[src/rtl/mdp_pkg.sv]
`timescale 1ns/1ps
// mdp_pkg: shared constants for the three-bus datapath.
// Register indices fix bit positions in the per-register control vectors.
package mdp_pkg;
    localparam int DW   = 16;
    localparam int NREG = 11;
    localparam int FW   = 4;

    localparam int R_G0  = 0;
    localparam int R_G1  = 1;
    localparam int R_W0  = 2;
    localparam int R_W1  = 3;
    localparam int R_W2  = 4;
    localparam int R_PC  = 5;
    localparam int R_MAR = 6;
    localparam int R_RDB = 7;
    localparam int R_WRB = 8;
    localparam int R_SP  = 9;
    localparam int R_RA  = 10;

    typedef enum logic [FW-1:0] {
        FN_PASSX = 4'd0,
        FN_PASSY = 4'd1,
        FN_ADD   = 4'd2,
        FN_SUB   = 4'd3,
        FN_AND   = 4'd4,
        FN_OR    = 4'd5,
        FN_XOR   = 4'd6,
        FN_NOTX  = 4'd7,
        FN_SHL   = 4'd8,
        FN_SHR   = 4'd9,
        FN_ASR   = 4'd10,
        FN_LTU   = 4'd11
    } alu_fn_e;
endpackage

[src/rtl/mdp_bus_sel.sv]
`timescale 1ns/1ps
// mdp_bus_sel: places one enabled register onto an operand bus.
// Assumes at most one enable is set; if several are, the lowest index wins.
// With no enable set, the bus reads as zero.
module mdp_bus_sel #(
    parameter int DW = 16,
    parameter int N  = 11
) (
    input  logic [N-1:0]  en,
    input  logic [DW-1:0] src [N],
    output logic [DW-1:0] bus
);
    // Priority pick: scan from the top so the lowest enabled index is last written.
    always_comb begin
        bus = '0;
        for (int i = N - 1; i >= 0; i--) begin
            if (en[i]) bus = src[i];
        end
    end
endmodule

[src/rtl/mdp_alu.sv]
`timescale 1ns/1ps
// mdp_alu: combinational 16-bit function unit fed by the X and Y buses.
// Unused function codes produce zero.
module mdp_alu #(
    parameter int DW = 16,
    parameter int FW = 4
) (
    input  logic [FW-1:0] fn,
    input  logic [DW-1:0] x,
    input  logic [DW-1:0] y,
    output logic [DW-1:0] res
);
    import mdp_pkg::*;

    // Function select.
    always_comb begin
        case (fn)
            FN_PASSX: res = x;
            FN_PASSY: res = y;
            FN_ADD:   res = x + y;
            FN_SUB:   res = x - y;
            FN_AND:   res = x & y;
            FN_OR:    res = x | y;
            FN_XOR:   res = x ^ y;
            FN_NOTX:  res = ~x;
            FN_SHL:   res = {x[DW-2:0], 1'b0};
            FN_SHR:   res = {1'b0, x[DW-1:1]};
            FN_ASR:   res = {x[DW-1], x[DW-1:1]};
            FN_LTU:   res = {{(DW-1){1'b0}}, (x < y)};
            default:  res = '0;
        endcase
    end
endmodule

[src/rtl/mdp_sp_ctr.sv]
`timescale 1ns/1ps
// mdp_sp_ctr: stack pointer as an up/down counter with parallel load.
// Load beats stepping; up and down together cancel.
module mdp_sp_ctr #(
    parameter int DW = 16
) (
    input  logic          clk,
    input  logic          rst_n,
    input  logic          ld,
    input  logic [DW-1:0] ld_val,
    input  logic          inc,
    input  logic          dec,
    output logic [DW-1:0] q
);
    // Counter register with load/step priority.
    always_ff @(posedge clk) begin
        if (!rst_n)           q <= '0;
        else if (ld)          q <= ld_val;
        else if (inc && !dec) q <= q + DW'(1);
        else if (dec && !inc) q <= q - DW'(1);
    end
endmodule

[src/rtl/mdp_datapath.sv]
`timescale 1ns/1ps
// mdp_datapath: three-bus register datapath run by a flat control word.
// One micro-operation per clock. Memory is external: address = MAR,
// write data = WRB, read data arrives combinationally and RDB captures it.
// Assumes the sequencer never enables two sources on one bus.
module mdp_datapath #(
    parameter int DW   = mdp_pkg::DW,
    parameter int NREG = mdp_pkg::NREG,
    parameter int FW   = mdp_pkg::FW
) (
    input  logic            clk,
    input  logic            rst_n,
    input  logic [NREG-1:0] x_en,
    input  logic [NREG-1:0] y_en,
    input  logic [NREG-1:0] ld_en,
    input  logic [FW-1:0]   alu_fn,
    input  logic            flag_upd,
    input  logic            pc_if_zero,
    input  logic            sp_inc,
    input  logic            sp_dec,
    input  logic            mem_rd,
    input  logic            mem_wr,
    input  logic [DW-1:0]   mem_rdata,
    output logic [DW-1:0]   mem_addr,
    output logic [DW-1:0]   mem_wdata,
    output logic            mem_re,
    output logic            mem_we,
    output logic [DW-1:0]   alu_out,
    output logic            zero
);
    import mdp_pkg::*;

    logic [DW-1:0] regs_q [NREG];
    logic [DW-1:0] x_bus;
    logic [DW-1:0] y_bus;
    logic [DW-1:0] c_bus;
    logic          zero_q;

    mdp_bus_sel #(.DW(DW), .N(NREG)) u_xsel (.en(x_en), .src(regs_q), .bus(x_bus));
    mdp_bus_sel #(.DW(DW), .N(NREG)) u_ysel (.en(y_en), .src(regs_q), .bus(y_bus));

    mdp_alu #(.DW(DW), .FW(FW)) u_alu (.fn(alu_fn), .x(x_bus), .y(y_bus), .res(c_bus));

    // Register file: each slot picks its variant by index.
    for (genvar i = 0; i < NREG; i++) begin : g_reg
        if (i == R_SP) begin : g_sp
            logic [DW-1:0] q;
            mdp_sp_ctr #(.DW(DW)) u_sp (
                .clk(clk), .rst_n(rst_n), .ld(ld_en[i]), .ld_val(c_bus),
                .inc(sp_inc), .dec(sp_dec), .q(q)
            );
            assign regs_q[i] = q;
        end else if (i == R_RDB) begin : g_rdb
            logic [DW-1:0] q;
            // Read buffer: memory data beats the result bus.
            always_ff @(posedge clk) begin
                if (!rst_n)         q <= '0;
                else if (mem_rd)    q <= mem_rdata;
                else if (ld_en[i])  q <= c_bus;
            end
            assign regs_q[i] = q;
        end else begin : g_plain
            logic [DW-1:0] q;
            logic          wr_ok;
            assign wr_ok = (i == R_PC) ? (ld_en[i] && (!pc_if_zero || zero_q)) : ld_en[i];
            // Plain register: capture result bus when enabled.
            always_ff @(posedge clk) begin
                if (!rst_n)     q <= '0;
                else if (wr_ok) q <= c_bus;
            end
            assign regs_q[i] = q;
        end
    end

    // Zero flag: follows the result only on flag-setting cycles.
    always_ff @(posedge clk) begin
        if (!rst_n)        zero_q <= 1'b0;
        else if (flag_upd) zero_q <= (c_bus == '0);
    end

    assign mem_addr  = regs_q[R_MAR];
    assign mem_wdata = regs_q[R_WRB];
    assign mem_re    = mem_rd;
    assign mem_we    = mem_wr;
    assign alu_out   = c_bus;
    assign zero      = zero_q;
endmodule

[config.mk]
export PLATFORM = sky130hd
export DESIGN_NAME = mdp_datapath
export DESIGN_NICKNAME = d
export VERILOG_FILES = /design/src/rtl/mdp_pkg.sv /design/src/rtl/mdp_bus_sel.sv /design/src/rtl/mdp_alu.sv /design/src/rtl/mdp_sp_ctr.sv /design/src/rtl/mdp_datapath.sv
export SDC_FILE = /design/constraint.sdc
export NUM_CORES = 1
export LEC_CHECK = 0
export ABC_AREA = 1
export BUFFER_PORTS_ARGS = -buffer_cell sky130_fd_sc_hd__buf_2
export CELL_PAD_IN_SITES_DETAIL_PLACEMENT = 1
export CELL_PAD_IN_SITES_GLOBAL_PLACEMENT = 1
export CORE_UTILIZATION = 47
export CTS_BUF_LIST = sky130_fd_sc_hd__clkbuf_4 sky130_fd_sc_hd__clkbuf_8
export CTS_CLUSTER_SIZE = 10
export DETAILED_ROUTE_END_ITERATION = 10
export PLACE_DENSITY_LB_ADDON = 0.2
export SETUP_SLACK_MARGIN = 0.5
export SLEW_MARGIN = 20
export SYNTH_ARGS = -nofsm -noshare
export SYNTH_HDL_FRONTEND = slang
export SYNTH_SLANG_ARGS = --single-unit
[constraint.sdc]
create_clock -name clk -period 7.66 [get_ports clk]
set_input_delay 0.383 -clock clk [delete_from_list [all_inputs] [get_ports clk]]
set_output_delay 0.383 -clock clk [all_outputs]
set_load 0.03 [all_outputs]
-- Word level (Yosys, flattened, before mapping)
Cells that the tools add are included.
- register bits: 177
- output and inout bits: 51
- $add $sub $neg: 4
- $lt $le $gt $ge: 1
- eq/ne operators: 11
- muxes and demuxes: 28
- bitwise operators: 4
- reduce and logical (&&, ||, !) cells: 11
- operators by type and width (cell ; count):
    $mux 16 ; 27
    $pmux 16 s12 ; 1
    $add 16x1->16 const B ; 1
    $add 16x16->16 ; 1
    $and 16x16->16 ; 1
    $eq 4x3->1 const B ; 4
    $eq 4x4->1 const B ; 4
    $logic_not 16->1 ; 1
    $lt 16x16->1 ; 1
    $not 16->16 ; 1
    $or 16x16->16 ; 1
    $sub 16x1->16 const B ; 1
    $sub 16x16->16 ; 1
    $xor 16x16->16 ; 1
    $eq 4x2->1 const B ; 2
    $eq 4x1->1 const B ; 1
    $logic_not 4->1 ; 1
    $logic_and 1x1->1 ; 3
    $logic_not 1->1 ; 3
    $reduce_bool 3->1 ; 1
    $reduce_bool 2->1 ; 1
    $logic_or 1x1->1 ; 1

-- Logic depth before layout (Yosys ltp)
- word-level depth: 15
- mapped depth: 39
- depth with buffers taken out: 37

-- Hierarchy
Synthesis repeated with hierarchy kept, for this count alone.
- cell total of the unflattened synthesis: 2487
- area, all modules: 14876.8 um^2
- modules (own cells, without submodules) (module ; times used ; cells an instance ; area each (um^2)):
    mdp_datapath ; 1 ; 668 ; 5552.8
    mdp_bus_sel ; 2 ; 452 ; 2169.6
    mdp_alu ; 1 ; 631 ; 3305.7
    mdp_sp_ctr ; 1 ; 284 ; 1679.1

-- Worst setup path after synthesis
No wires, ideal clock.
- path kind: input -> output
- start: in y_en[8]
- end: out alu_out[14]
- arrival time: 3.341 ns
- required time: 7.277 ns
- path slack: 3.936 ns
- stages: 33
- path buffers: 3
- cells stage by stage: buf_4 -> buf_2 -> a21oi_1 -> nand2_1 -> o211ai_1 -> nand3_1 -> nand2_1 -> nand2_1 -> nand2_1 -> nand2_1 -> nand2_1 -> nand2_1 -> nand2_1 -> inv_1 -> ha_1 -> fa_1 -> nand2_1 -> nand2_1 -> nand2_1 -> nand2_1 -> nand2_1 -> nand2_1 -> nand2_1 -> nand2_1 -> nand3_1 -> nand2_1 -> nand2_1 -> nand3_1 -> nand2_1 -> inv_1 -> o21ai_0 -> nand3b_1 -> buf_2
- longest elaborated chain between the ends: 11
- elaborated cells on any way between the ends: 15
- classes of those cells: 2 x add/sub; 10 x mux; 3 x bitwise
- ends and longest elaborated chain (element ; line ; text):
    start, declared ; mdp_datapath.sv:14 ; input logic [NREG-1:0] y_en,
    $mux 16 * (9 in series) ; mdp_bus_sel.sv:17 ; if (en[i]) bus = src[i];
    $sub 16x16->16 (tied with other cells) ; mdp_alu.sv:21 ; FN_SUB: res = x - y;
    $pmux 16 s12 * ; mdp_alu.sv:17 ; case (fn)
    end, declared ; mdp_datapath.sv:28 ; output logic [DW-1:0] alu_out,
Every way passes the cells marked *; elsewhere a longest branch is shown, timed or not.

-- Worst setup path in the final report
- start: in y_en[7]
- end: out alu_out[0]
- longest elaborated chain between the ends: 10
- elaborated cells on any way between the ends: 15
- classes of those cells: 2 x add/sub; 1 x order compare; 9 x mux; 3 x bitwise
- ends and longest elaborated chain (element ; line):
    $mux 16 * (8 in series) ; mdp_bus_sel.sv:17
    $sub 16x16->16 (tied with other cells) ; mdp_alu.sv:21
    $pmux 16 s12 * ; mdp_alu.sv:17
Marked as above.

==> summary.md <==
| Metric | Value |
|---|---|
| Critical Path Source Type | `primary input` |
| Power density over cell area | `203 nW/µm²` |
| FF+latch count, synth | `177` |
| 1st-iter DRT viols | `1704` |
| Worst-Skew Late Latency | `0.51 ns` |
| Post-route ant nets | `0` |
| Max Clock Freq | `175 MHz` |
| R2R Setup Slk | `2.49 ns` |
| Final design utilization | `50.9%` |
| Drt drc | `0` |
| Post-CTS setup buffer count | `0` |
| Clock tree sinks | `177` |
| Dpl ws | `2.16 ns` |
| Final setup vio count | `0` |
| First drt pass iteration count | `5` |
| Die Height | `176 µm` |
| Distinct cell type count after synthesis | `48` |
| Number of global-route vias before repair | `16.1k` |
| VDD IR max | `111 µV` |
| Hold slack | `0.147 ns` |
| Buf/Inv on CP | `4` |
| # IOs | `112` |
| Final setup margin | `1.95 ns` |
| Worst-Margin Slew | `1.09 ns` |
| Post-Route WL | `62.9 mm` |
| Sequential-to-total area share from yosys stat | `25.0%` |
| CP delay by family, top | `simple AND/OR/NAND/NOR gates` |
| Max Cap Viol | `0` |
| Die X | `176 µm` |
| Mapped Cells | `2379` |
| Layout Area Growth over Synthesis | `6.45%` |
| Crit-path max FO | `21` |
| CTS HTree Levels | `4` |
| Largest area contributor in the netlist | `dfxtp_1` |
| Core Rows | `63` |
| GPL Wtd Cong | `0.991` |
| Clk slew on worst S/H paths | `0.12 ns` |
| Number of synthesis warnings | `0` |
| GRT overflow | `0` |
| Hpwl dp | `46.0 mm` |
| Layout Skew | `0.0307 ns` |
| Vias per cell | `5.98` |
| Ant diodes | `0` |
| Worst-path cell chain | `buf_2 > inv_1 > nand3_1 > nand3_1 > nand2_1 > nand2_1 > nand2_1 > nand2_1 > nand2_1 > nand2_1 > nand2_1 > inv_1 > ha_1 > o21ai_0 > a21oi_1 > nand2_1 > nand4_1 > o211ai_1 > a21oi_1 > o21ai_0 > nand3b_1 > buf_2` |
| Placed cell areas | `14600 µm²` |
| CTS buffer count | `17` |
| Initial antenna violation count | `1` |
| Hold_buf cts | `0` |
| WL/cell | `22.6 µm` |
| P_leak | `0.00784 µW` |
| Setup CP Type | `in2out` |
| Die area | `30900 µm²` |
| Synth top area share | `25.0%` |
| CTS root buffer | `clkbuf_8` |
| Most common cell after layout, fill and taps aside | `nand2_1` |
| Share of layout cells above drive strength 1 | `9.44%` |
| Initial Utilization | `47.8%` |
| Vias | `16.6k` |
| Cell area after layout | `15100 µm²` |
| Outcome | `completed` |
| Tmin final | `5.71 ns` |
| First-pass GRT wire length | `94.8 mm` |
| PortBufs | `109` |
| Unrepaired setup endpoints after global routing | `no` |
| Setup TNS | `0 ns` |
| Rel. slew slack | `27.3%` |
| Critical Path Sink Type | `primary output` |
| Placeable Area | `29600 µm²` |
| Cell Area, Synth | `14200 µm²` |
| Cts repair resizes | `0` |
| Arr. time, crit path | `5.33 ns` |
| Period utilization | `74.5%` |
| Syn_nets | `2510` |
| Clock tree buffer depth | `2` |
| Crit path top cell by count | `nand2_1` |
| Slowest cell on the critical path | `nand3b_1` |
| Most frequent cells in the layout | `nand2_1 (591), a21oi_1 (378), inv_1 (325)` |
| Nets@finish | `2511` |
| WP data required | `7.28 ns` |
| HP Class | `in2reg` |
| Largest net degree at the start of global routing | `89` |
| Slew Limit Fails | `0` |
| CTS tree | `done` |
| Hold Vio Cnt, Final | `0` |
| CP max stage delay | `0.74 ns` |
| Avg Cell Area, Syn | `5.96 µm²` |
| Top cells by area, synth | `dfxtp_1 (25%), nand2_1 (16%), a21oi_1 (13%)` |
| GRT Util Overall | `40.3%` |
[power breakdown]
group	leakage (µW)	internal [µW]	total (µW)	switching (µW)
Sequential	0.00146	1000	1070	71.7
Combinational	0.00615	328	1220	887
Clock	0.000226	371	771	400
Total	0.00784	1700	3060	1360
[area by class of cell]
type                       count  area, µm²
clock buffer                  19        249
clock inverter                13        199
fill                        4340      14600
inverter                     348       1320
multi-input combinational   1713       8640
sequential                   177       3540
tap                          390        488
timing repair buffer         123        651
[state kept, by name, summed over array words and instances (netlist names)]
register and count:
g.g_sp.u_sp.q 16, zero 1, g.g_rdb.q 16, mem_wdata 16, g.g_plain.q 112, mem_addr 16
[cell families (layout without fill, tap and decap cells)]
group / count (synthesis) / count (layout) / synth area share [%]
AOI/OAI and AO/OA: 656 / 656 / 24.7
adders and majority gates: 70 / 70 / 6.34
and+or+nand+nor: 971 / 971 / 28.9
buffers and inverters: 489 / 503 / 14.0
xor gates and xnor gates: 16 / 16 / 0.989
DFF: 177 / 177 / 25.0
[metal layers]
metal,routed length [µm],GRT usage [%],vias to the layer above
met2,27300,62.3,721
met3,5110,5.89,159
li1,-,-,7683
met4,2670,16.9,0
met1,27800,55.6,8084
met5,0,0,-
[worst reg2reg max path: stages (launching register included)]
cell	delay (ns)
dfxtp_1	0.38
nand2_1	0.09
nand3_1	0.10
nand3_1	0.14
nand3_1	0.13
nand2_1	0.11
nand2_1	0.08
nand2_1	0.15
nand2_1	0.08
nand2_1	0.06
nand2_1	0.11
nand2_1	0.15
inv_1	0.06
ha_1	0.44
o21ai_0	0.48
a21oi_1	0.19
nand2_1	0.17
nand4_1	0.10
o211ai_1	0.22
a21oi_1	0.17
o21ai_0	0.19
nand3b_1	0.74
o21ai_0	0.60
inv_1	0.10
[worst paths after layout]
path	start	to	depth (start not counted)
max	y_en[7]	alu_out[0]	22
min	flag_upd	zero	3
max reg2reg	g_reg[9].g_sp.u_sp.q[3]	g_reg[2].g_plain.q[0]	23
min reg2reg	g_reg[7].g_rdb.q[13]	g_reg[7].g_rdb.q[13]	2
[synth_stat cells, drive strengths merged]
master and instances:
nand3b 4, o2111ai 1, nor2 154, or2 10, buf 48, a221oi 6
a311oi 1, xnor2 3, clkbuf 93, fa 3, nand2 616, a31oi 25
nand4 6, nor4 2, nor3 4, o21ai 184, a21o 4, ha 67
a22oi 1, o22ai 7, o221ai 3, o31ai 3, o211ai 31, xor2 13
inv 342, dfxtp 177, o21bai 10, a21oi 380, nand3 175, clkinv 6
[stage by stage]
step	instances	power, µW
floorplan	2379	1860
global placement	2751	2230
detailed placement	2751	2270
CTS	2783	3030
global route	2783	3190
finish	2783	3060
(Power assumes the default switching activity.)
